[src/rtl/edge_irq_pkg.sv]
// Shared constants and types for the edge interrupt detector.
// Assumes the channel mode and polarity fields sit in the upper nibble.
package edge_irq_pkg;
    localparam int NUM_CH   = 2;
    localparam int CFG_W    = 8;
    localparam int MODE_LSB = 6;
    localparam int POL_LSB  = 4;

    typedef enum logic {
        EDGE_SINGLE = 1'b0,
        EDGE_ANY    = 1'b1
    } edge_mode_e;
endpackage

[src/rtl/edge_irq_cfg.sv]
// Configuration register: every bit can be written and read back.
// Splits out the per-channel mode and polarity fields.
// Assumes the write strobe is synchronous to clk.
module edge_irq_cfg #(
    parameter int CFG_W    = 8,
    parameter int NUM_CH   = 2,
    parameter int MODE_LSB = 6,
    parameter int POL_LSB  = 4
) (
    input  logic              clk,
    input  logic              rst_n,
    input  logic              we,
    input  logic [CFG_W-1:0]  wdata,
    output logic [CFG_W-1:0]  rdata,
    output logic [NUM_CH-1:0] mode,
    output logic [NUM_CH-1:0] pol
);
    logic [CFG_W-1:0] cfg_q;

    // Hold the register; clear it on reset.
    always_ff @(posedge clk) begin
        if (!rst_n)  cfg_q <= '0;
        else if (we) cfg_q <= wdata;
    end

    assign rdata = cfg_q;
    assign mode  = cfg_q[MODE_LSB +: NUM_CH];
    assign pol   = cfg_q[POL_LSB +: NUM_CH];

    // a written value is what the port shows in the next cycle
    p_readback_r1: assert property (@(posedge clk) disable iff (!rst_n)
        we |=> (rdata == $past(wdata)));
endmodule

[src/rtl/edge_irq_sync.sv]
// Multi-flop synchroniser, one chain per channel.
// Assumes the inputs are asynchronous levels; the chains reset to 0.
module edge_irq_sync #(
    parameter int NUM_CH = 2,
    parameter int STAGES = 2
) (
    input  logic              clk,
    input  logic              rst_n,
    input  logic [NUM_CH-1:0] async_i,
    output logic [NUM_CH-1:0] sync_o
);
    for (genvar c = 0; c < NUM_CH; c++) begin : g_ch
        logic [STAGES-1:0] chain_q;

        // Shift the pin level through the synchroniser chain.
        always_ff @(posedge clk) begin
            if (!rst_n) chain_q <= '0;
            else        chain_q <= {chain_q[STAGES-2:0], async_i[c]};
        end

        assign sync_o[c] = chain_q[STAGES-1];
    end
endmodule

[src/rtl/edge_irq_core.sv]
// Edge comparison and mode/polarity selection with registered pulses.
// Pulses are held off until the synchroniser and the previous-level flop
// carry real samples, so the reset state never looks like an edge.
module edge_irq_core #(
    parameter int NUM_CH = 2,
    parameter int STAGES = 2
) (
    input  logic              clk,
    input  logic              rst_n,
    input  logic [NUM_CH-1:0] sync_i,
    input  logic [NUM_CH-1:0] mode_i,
    input  logic [NUM_CH-1:0] pol_i,
    output logic [NUM_CH-1:0] pulse_o
);
    import edge_irq_pkg::*;

    localparam int ARM_CNT = STAGES + 1;
    localparam int CNT_W   = $clog2(ARM_CNT + 1);

    logic [CNT_W-1:0]  arm_q;
    logic              armed;
    logic [NUM_CH-1:0] prev_q;
    logic [NUM_CH-1:0] hit;
    logic [NUM_CH-1:0] pulse_q;

    assign armed = (arm_q == CNT_W'(ARM_CNT));

    // Count the cycles since reset until the pipeline holds real data.
    always_ff @(posedge clk) begin
        if (!rst_n)      arm_q <= '0;
        else if (!armed) arm_q <= arm_q + 1'b1;
    end

    for (genvar c = 0; c < NUM_CH; c++) begin : g_ch
        logic rise, fall;
        assign rise = sync_i[c] & ~prev_q[c];
        assign fall = ~sync_i[c] & prev_q[c];

        // Pick the qualifying transition from the mode and polarity bits.
        always_comb begin
            if (edge_mode_e'(mode_i[c]) == EDGE_ANY) hit[c] = rise | fall;
            else if (pol_i[c])                        hit[c] = fall;
            else                                      hit[c] = rise;
        end

        // with the rising edge selected, a pulse follows a rising synchronised level
        p_rise_only_r4: assert property (@(posedge clk) disable iff (!rst_n)
            (pulse_q[c] && !$past(mode_i[c]) && !$past(pol_i[c])) |->
                ($past(sync_i[c]) && !$past(prev_q[c])));

        // with the falling edge selected, a pulse follows a falling synchronised level
        p_fall_only_r5: assert property (@(posedge clk) disable iff (!rst_n)
            (pulse_q[c] && !$past(mode_i[c]) && $past(pol_i[c])) |->
                (!$past(sync_i[c]) && $past(prev_q[c])));

        // any change of level in any-edge mode after arming gives a pulse
        p_any_edge_r6: assert property (@(posedge clk) disable iff (!rst_n)
            ($past(armed) && $past(mode_i[c]) &&
             ($past(sync_i[c]) != $past(prev_q[c]))) |-> pulse_q[c]);
    end

    // Keep the previous level, and register the pulses once armed.
    always_ff @(posedge clk) begin
        if (!rst_n) begin
            prev_q  <= '0;
            pulse_q <= '0;
        end else begin
            prev_q  <= sync_i;
            pulse_q <= armed ? hit : '0;
        end
    end

    assign pulse_o = pulse_q;

    // no pulse before the pipeline is filled with real samples
    p_quiet_after_reset_r8: assert property (@(posedge clk) disable iff (!rst_n)
        !$past(armed) |-> (pulse_q == '0));
endmodule

[src/rtl/edge_irq_detect.sv]
// Top level of the two-channel configurable edge interrupt detector.
// Pins are asynchronous. Register access and outputs are in the clk domain.
module edge_irq_detect (
    input  logic       clk,
    input  logic       rst_n,
    input  logic       cfg_we,
    input  logic [7:0] cfg_wdata,
    output logic [7:0] cfg_rdata,
    input  logic [1:0] irq_line_i,
    output logic [1:0] irq_pulse_o
);
    import edge_irq_pkg::*;

    localparam int SYNC_STAGES = 2;

    logic [NUM_CH-1:0] mode, pol, synced;

    edge_irq_cfg #(
        .CFG_W(CFG_W), .NUM_CH(NUM_CH), .MODE_LSB(MODE_LSB), .POL_LSB(POL_LSB)
    ) u_cfg (
        .clk(clk), .rst_n(rst_n), .we(cfg_we), .wdata(cfg_wdata),
        .rdata(cfg_rdata), .mode(mode), .pol(pol)
    );

    edge_irq_sync #(.NUM_CH(NUM_CH), .STAGES(SYNC_STAGES)) u_sync (
        .clk(clk), .rst_n(rst_n), .async_i(irq_line_i), .sync_o(synced)
    );

    edge_irq_core #(.NUM_CH(NUM_CH), .STAGES(SYNC_STAGES)) u_core (
        .clk(clk), .rst_n(rst_n), .sync_i(synced), .mode_i(mode),
        .pol_i(pol), .pulse_o(irq_pulse_o)
    );
endmodule

[config.mk]
export PLATFORM = sky130hd
export DESIGN_NAME = edge_irq_detect
export DESIGN_NICKNAME = d
export VERILOG_FILES = /design/src/rtl/edge_irq_pkg.sv /design/src/rtl/edge_irq_cfg.sv /design/src/rtl/edge_irq_sync.sv /design/src/rtl/edge_irq_core.sv /design/src/rtl/edge_irq_detect.sv
export SDC_FILE = /design/constraint.sdc
export NUM_CORES = 1
export LEC_CHECK = 0
export ABC_CLOCK_PERIOD_IN_PS = 1190
export CAP_MARGIN = 15
export CORE_MARGIN = 4
export CORE_UTILIZATION = 35
export CTS_BUF_LIST = sky130_fd_sc_hd__clkbuf_4 sky130_fd_sc_hd__clkbuf_8 sky130_fd_sc_hd__clkbuf_16
export CTS_CLUSTER_DIAMETER = 50
export CTS_CLUSTER_SIZE = 10
export DETAILED_ROUTE_END_ITERATION = 12
export GPL_TIMING_DRIVEN = 0
export PLACE_DENSITY = 0.64
export SETUP_SLACK_MARGIN = 0.2
export SLEW_MARGIN = 10
export SYNTH_ARGS = -nofsm -noshare
export SYNTH_HDL_FRONTEND = slang
export SYNTH_SLANG_ARGS = --single-unit
[constraint.sdc]
create_clock -name clk -period 1.19 [get_ports clk]
set_clock_uncertainty 0.05 [all_clocks]
set_input_delay 0.119 -clock clk [delete_from_list [all_inputs] [get_ports clk]]
set_output_delay 0.119 -clock clk [all_outputs]
set_load 0.03 [all_outputs]
==> metrics.yaml, run 1 <==
synth-seq-cells: 18
core_region_area_um2: 1940
cts_buffers: 3
synth_top_family_by_area: "multiplexers"
grt-busiest-layer: "met2"
irDropWorstVdd_mv: 0.750
synthSimpleGateAreaFrac: 0.152
fin_area_um2: 1020
tns_ps: 0
yosysSeqAreaShare: 0.508
clkSinkCount: 18
io_pins: 23
use_met2: 0.169
startpoint: "u_sync.g_ch[1].chain_q[1]"
initial_core_util: 0.365
p_per_area_nw_per_um2: 1180
avgSynthCellArea_um2: 11.6
ys.warnings.count: 0
final_cell_mix: "13 x dfxtp_2, 10 x clkdlybuf4s50_1, 9 x mux2i_1, 9 x nor2b_1"
io_buffers: 21
min_path_type: "in2reg"
synthDistinctLibCells: 12
drive_above_1_share: 0.465
crit_buf_inv: 1
grt_usage: 0.103
maxSlewViolCount: 0
syn_area_um2: 709
dpl_cell_area_um2: 971
arrival_ps: 1310
cp.required_ps: 1330
hold_violations: 0
post_drt_wl_per_cell_um: 11.8
num_vias: 502
cts_root_buf: "clkbuf_4"
worstSetupPathType: "reg2reg"
setup_viol: 0
timing.critical_path.fanout_max: 3
grt_pass1_vias: 459
rsz0062_at_grt: "true"
clock_path_buffers: 2
vias_per_cell: 4.44
tritoncts: "done"
final_core_util: 0.527
relSlewSlack: 0.816
dpl.hpwl_um: 976
grt_max_degree: 11
postRouteAntennaNets: 0
crit_path_top_delay_cell: "dfxtp_2"
gp_congestion: 0.659
slowest_delay_ps: 350
max_clock_freq_mhz: 848
core.rowCount: 16
clkLatencyLatePin_ps: 290
crit_path_start_kind: "flop"
cp-end-kind: "flop"
wirelength_mm: 1.33
reg2regPathDepth: 4
crit_chain: "inv_2, ha_2, mux2_4, o2111a_1"
htreeDepth: 1
route.detailed.drc: 0
die_w_um: 53.0
finalCriticalPeriod_ps: 1180
grtUsageMet1: 0.109
grt_overflow: 0
outcome: "finished clean"
netlist_instances: 61
leakage_nw: 0.442
die_height_um: 53.0
final_cells: 113
clkTransAtPathRegs_ps: 100
syn_nets: 79
drtPass1Iterations: 4
fp.dieArea_um2: 2810
antenna_found_initial: 0
rr_startpoint: "u_sync.g_ch[1].chain_q[1]"
synthAdderAreaFrac: 0.0882
worstMarginPinSlew_ps: 275
maxCapViolations: 0
min_path_cells: 3
mostFrequentLayoutCell: "dfxtp_2"
cp.depth: 4
grt_use_met3: 0.0394
areaGrowthSynthToFinish_pct: 44.3
fin_nets: 106
fin_crit_sh: 0.991
drt_iter0_drc: 2
antenna_cells: 0
min-delay-start: "cfg_we"
grt_first_pass_wirelength_mm: 2.00
placed_cells: 109
synth.area.mux_share: 0.169
synth_xor_area_frac: 0.0123
nFillCells: 196
synth_compound_area_frac: 0.0317
critical_path.top_delay_family: "flip-flops"
-- stage by stage --
step | worst slack, ps | total power (W) | hold WS (ps)
finish | 10.8 | 0.00121 | 159
global route | -36.1 | 0.00128 | 166
CTS | 7.04 | 0.00122 | 163
detailed placement | -109 | 0.000903 | 376
global placement | -112 | 0.000891 | 364
floorplan | 71.1 | 0.000808 | 196
-- flip-flops by register name (all words and copies together) (netlist names) --
signal / flops
u_sync.g_ch.chain_q: 4
u_core.prev_q: 2
u_cfg.rdata: 8
u_core.pulse_o: 2
u_core.arm_q: 2
-- cell usage after synthesis, drive strengths merged --
cell,number,area (um^2)
and2,7,43.8
buf,2,12.5
dfxtp,18,360
ha,5,62.6
inv,4,15.0
mux2,2,30.0
mux2i,9,90.1
nand2,2,7.51
nor2b,9,56.3
o2111a,2,22.5
xnor2,1,8.76
-- worst register-to-register path: stages, from the launching register on --
cell	delay [ps]
dfxtp_2	350
inv_2	40
ha_2	160
mux2_4	250
o2111a_1	230
-- cells by family after synthesis --
| kind of cell | Yosys count |
|---|---|
| AO/OA/AOI/OAI | 2 |
| buffers and inverters | 6 |
| AND/OR/NAND/NOR | 18 |
| flip-flops | 18 |
| multiplexers | 11 |
| adder cells (fa/ha/maj) | 5 |
| XOR/XNOR | 1 |
-- worst paths after layout --
path / endpoint / slack, ps
worst max-delay path: u_core.pulse_o[1] / 10
worst min-delay path: u_cfg.rdata[3] / 160
worst max register to register: u_core.pulse_o[1] / 10
worst min register to register: u_sync.g_ch[0].chain_q[1] / 400
-- power breakdown --
group	total, W	switching (W)	internal (W)
combinational	0.000225	0.0000931	0.000132
sequential	0.000686	0.0000355	0.000651
clock	0.000295	0.000178	0.000118
total	0.00121	0.000306	0.000900
-- what timing repair did --
action,in CTS,in global routing
buffers inserted,0,1
gates resized for setup,61,18
pin swaps,0,0
cloned,0,0
endpoints found under the hold margin,0,0
hold buffers,0,0
setup endpoints to repair,14,19
-- layout make-up --
cell class                 instances  area (um^2)  share of cell area
buffer                             2         12.5              0.0122
clock buffer                       3         22.5              0.0220
inverter                           4         15.0              0.0147
multi-input combinational         37          344               0.336
sequential                        18          377               0.368
tap                               27         33.8              0.0330
timing repair buffer              22          219               0.214
-- metal layers --
layer / vias to the layer above / wire, um
met4: 0 / 25
met3: 3 / 109
li1: 248 / -
met5: - / 0
met2: 18 / 651
met1: 233 / 545
Power figures use the tool's default switching activity.
==> run 2: changes to the inputs <==
--- a/config.mk
+++ b/config.mk
@@ -7,7 +7,6 @@
 export LEC_CHECK = 0
 export ABC_CLOCK_PERIOD_IN_PS = 1190
 export CAP_MARGIN = 15
-export CORE_MARGIN = 4
 export CORE_UTILIZATION = 35
 export CTS_BUF_LIST = sky130_fd_sc_hd__clkbuf_4 sky130_fd_sc_hd__clkbuf_8 sky130_fd_sc_hd__clkbuf_16
 export CTS_CLUSTER_DIAMETER = 50
==> run 2 against run 1 <==
Critical path depth stayed put. Sequential power about the same. Global-route usage grew 2.6 points. Cell count stayed put. Power up 6.9%. Critical path type unchanged. Die area decreased by 21%. Design area grew 3.2%. Critical endpoint unchanged. Wire length is 13% lower. Setup slack improved by 13 ps.
==> metrics.yaml, run 2 (synthesized netlist as in run 1, its figures left out) <==
leakage_nw: 0.457  # +3.4%
cts_buffers: 3  # unchanged
whs_endpoint: "u_cfg.rdata[2]"
areaGrowthSynthToFinish_pct: 48.9
crit_chain: "inv_2, ha_2, mux2_4, o2111a_1"
slowest_delay_ps: 360  # about the same
fin_nets: 107  # +0.94%
initial_core_util: 0.390  # +0.0244
fin_ws_ps: 23.9  # +13.0 ps
rsz0062_at_grt: "true"
final_cell_mix: "13 x dfxtp_2, 10 x clkdlybuf4s50_1, 10 x buf_6"
min-delay-start: "cfg_we"
postRouteAntennaNets: 0  # unchanged
total_power_w: 0.00129  # +6.9%
timing.critical_path.fanout_max: 3  # unchanged
grt_first_pass_wirelength_mm: 1.90  # -4.8%
num_vias: 517  # +3.0%
grt_overflow: 0  # unchanged
routed.top_layer: "met4"
cp-end-kind: "flop"
cts_root_buf: "clkbuf_4"
placed_cells: 107  # -1.8%
wl_met1_um: 478  # -12%
antenna_found_initial: 0  # unchanged
clkLatencyLatePin_ps: 300  # about the same
outcome: "finished clean"
fin_crit_sh: 0.980  # -0.0110
r2r_end: "u_core.pulse_o[1]"
r2r_slack_ps: 20  # about the same
grt_pass1_vias: 475  # +3.5%
p_per_area_nw_per_um2: 1220  # +3.6%
setup_viol: 0  # unchanged
maxSlewViolCount: 0  # unchanged
relSlewSlack: 0.824  # +0.00751
grt_max_degree: 11  # unchanged
largest_register_ffs: 8  # unchanged
rr_startpoint: "u_sync.g_ch[1].chain_q[1]"
reg2regPathDepth: 4  # unchanged
max_clock_freq_mhz: 858  # +1.1%
drt_iter0_drc: 1  # -1
clock_path_buffers: 2  # unchanged
finalCriticalPeriod_ps: 1170  # -13.0 ps
crit_path_start_kind: "flop"
dpl_cell_area_um2: 968  # -0.26%
fp.dieArea_um2: 2210  # -21%
core_region_area_um2: 1820  # -6.2%
min_path_cells: 3  # unchanged
hold_violations: 0  # unchanged
cp.required_ps: 1340  # about the same
crit_buf_inv: 1  # unchanged
maxCapViolations: 0  # unchanged
fin_area_um2: 1060  # +3.2%
place_ws_ps: -108  # +0.123 ps
final_cells: 113  # unchanged
tritoncts: "done"
post_drt_wl_per_cell_um: 10.3  # -13%
antenna_cells: 0  # unchanged
route.met2.wl_um: 536  # -18%
core.rowCount: 15  # -1
route.detailed.drc: 0  # unchanged
critical_path.top_delay_family: "flip-flops"
drtPass1Iterations: 2  # -2
clkSinkCount: 18  # unchanged
die_height_um: 47.0  # -11%
gp_congestion: 0.655  # -0.56%
min_path_type: "in2reg"
die_w_um: 47.0  # -11%
io_buffers: 21  # unchanged
grt_usage: 0.129  # +0.0264
vias_per_cell: 4.58  # +3.0%
crit_path_top_delay_cell: "dfxtp_2"
mostFrequentLayoutCell: "dfxtp_2"
clkTransAtPathRegs_ps: 100  # about the same
nFillCells: 164  # -16%
io_pins: 23  # unchanged
drive_above_1_share: 0.477  # +0.0122
irDropWorstVdd_mv: 0.754  # +0.53%
wl_met3_um: 107  # -1.8%
cts_hold_buf: 0  # unchanged
arrival_ps: 1320  # about the same
worstSetupPathType: "reg2reg"
htreeDepth: 1  # unchanged
wirelength_mm: 1.16  # -13%
dpl.hpwl_um: 816  # -16%
worstMarginPinSlew_ps: 264  # -11.2 ps
[run 2: changes by cell type in the layout (fill, tap and decap cells not counted)]
cell	before	now
buf_6	7	10
buf_2	2	1
buf_4	4	3
clkbuf_8	0	1
[run 2: repair_timing]
action / in CTS / in global routing
buffers inserted: 0 / 2
endpoints found under the setup margin: 14 / 18
pin swaps: 0 / 0
resized for setup: 62 / 21
[run 2: through the flow]
| stage | TNS, ps | hold WS [ps] | util |
|---|---|---|---|
| after floorplan | 0 | 196 | - |
| after global placement | -691 | 366 | 0.532 |
| after detailed placement | -708 | 375 | 0.532 |
| after CTS | 0 | 148 | 0.546 |
| after global routing | -13.9 | 150 | 0.580 |
| final | 0 | 148 | 0.580 |
[run 2: layout make-up]
cell class | count | area (um^2) | share of cell area
flip-flops and latches | 18 | 377 | 0.357
clock buffers | 4 | 36.3 | 0.0344
inverters | 4 | 15.0 | 0.0142
multi-input cells | 37 | 344 | 0.326
plain buffers | 2 | 12.5 | 0.0118
well taps | 25 | 31.3 | 0.0296
repair buffers | 23 | 240 | 0.227
[run 2: power breakdown]
group / internal (W) / leakage, nW / switching [W]
Combinational: 0.000136 / 0.284 / 0.0000910
Clock: 0.000187 / 0.0210 / 0.000193
Sequential: 0.000649 / 0.153 / 0.0000346
Total: 0.000972 / 0.457 / 0.000318
[run 2: worst max path at each step]
stage / from / end / slack [ps] / depth (start not counted)
6_report: u_sync.g_ch[1].chain_q[1] / u_core.pulse_o[1] / 20 / 4
3_5_place_dp: rst_n / u_core.pulse_o[1] / -110 / 3
4_1_cts: u_sync.g_ch[1].chain_q[1] / u_core.pulse_o[1] / 20 / 4
2_1_floorplan: u_core.prev_q[0] / u_core.pulse_o[0] / 70 / 4
5_1_grt: u_sync.g_ch[0].chain_q[1] / u_core.pulse_o[0] / -8 / 4
3_3_place_gp: rst_n / u_core.pulse_o[1] / -110 / 3
[run 2: tightest hold or removal path, delay by kind of cell]
| family | cells | cell delay, ps |
|---|---|---|
| buffers and inverters | 1 | 170 |
| muxes | 1 | 90 |
| and+or+nand+nor | 1 | 90 |
[run 2: routing by layer]
layer / global-route usage / up-vias
li1: - / 254
met1: 0.124 / 239
met2: 0.219 / 19
met3: 0.0500 / 5
met4: 0.103 / 0
met5: 0 / -
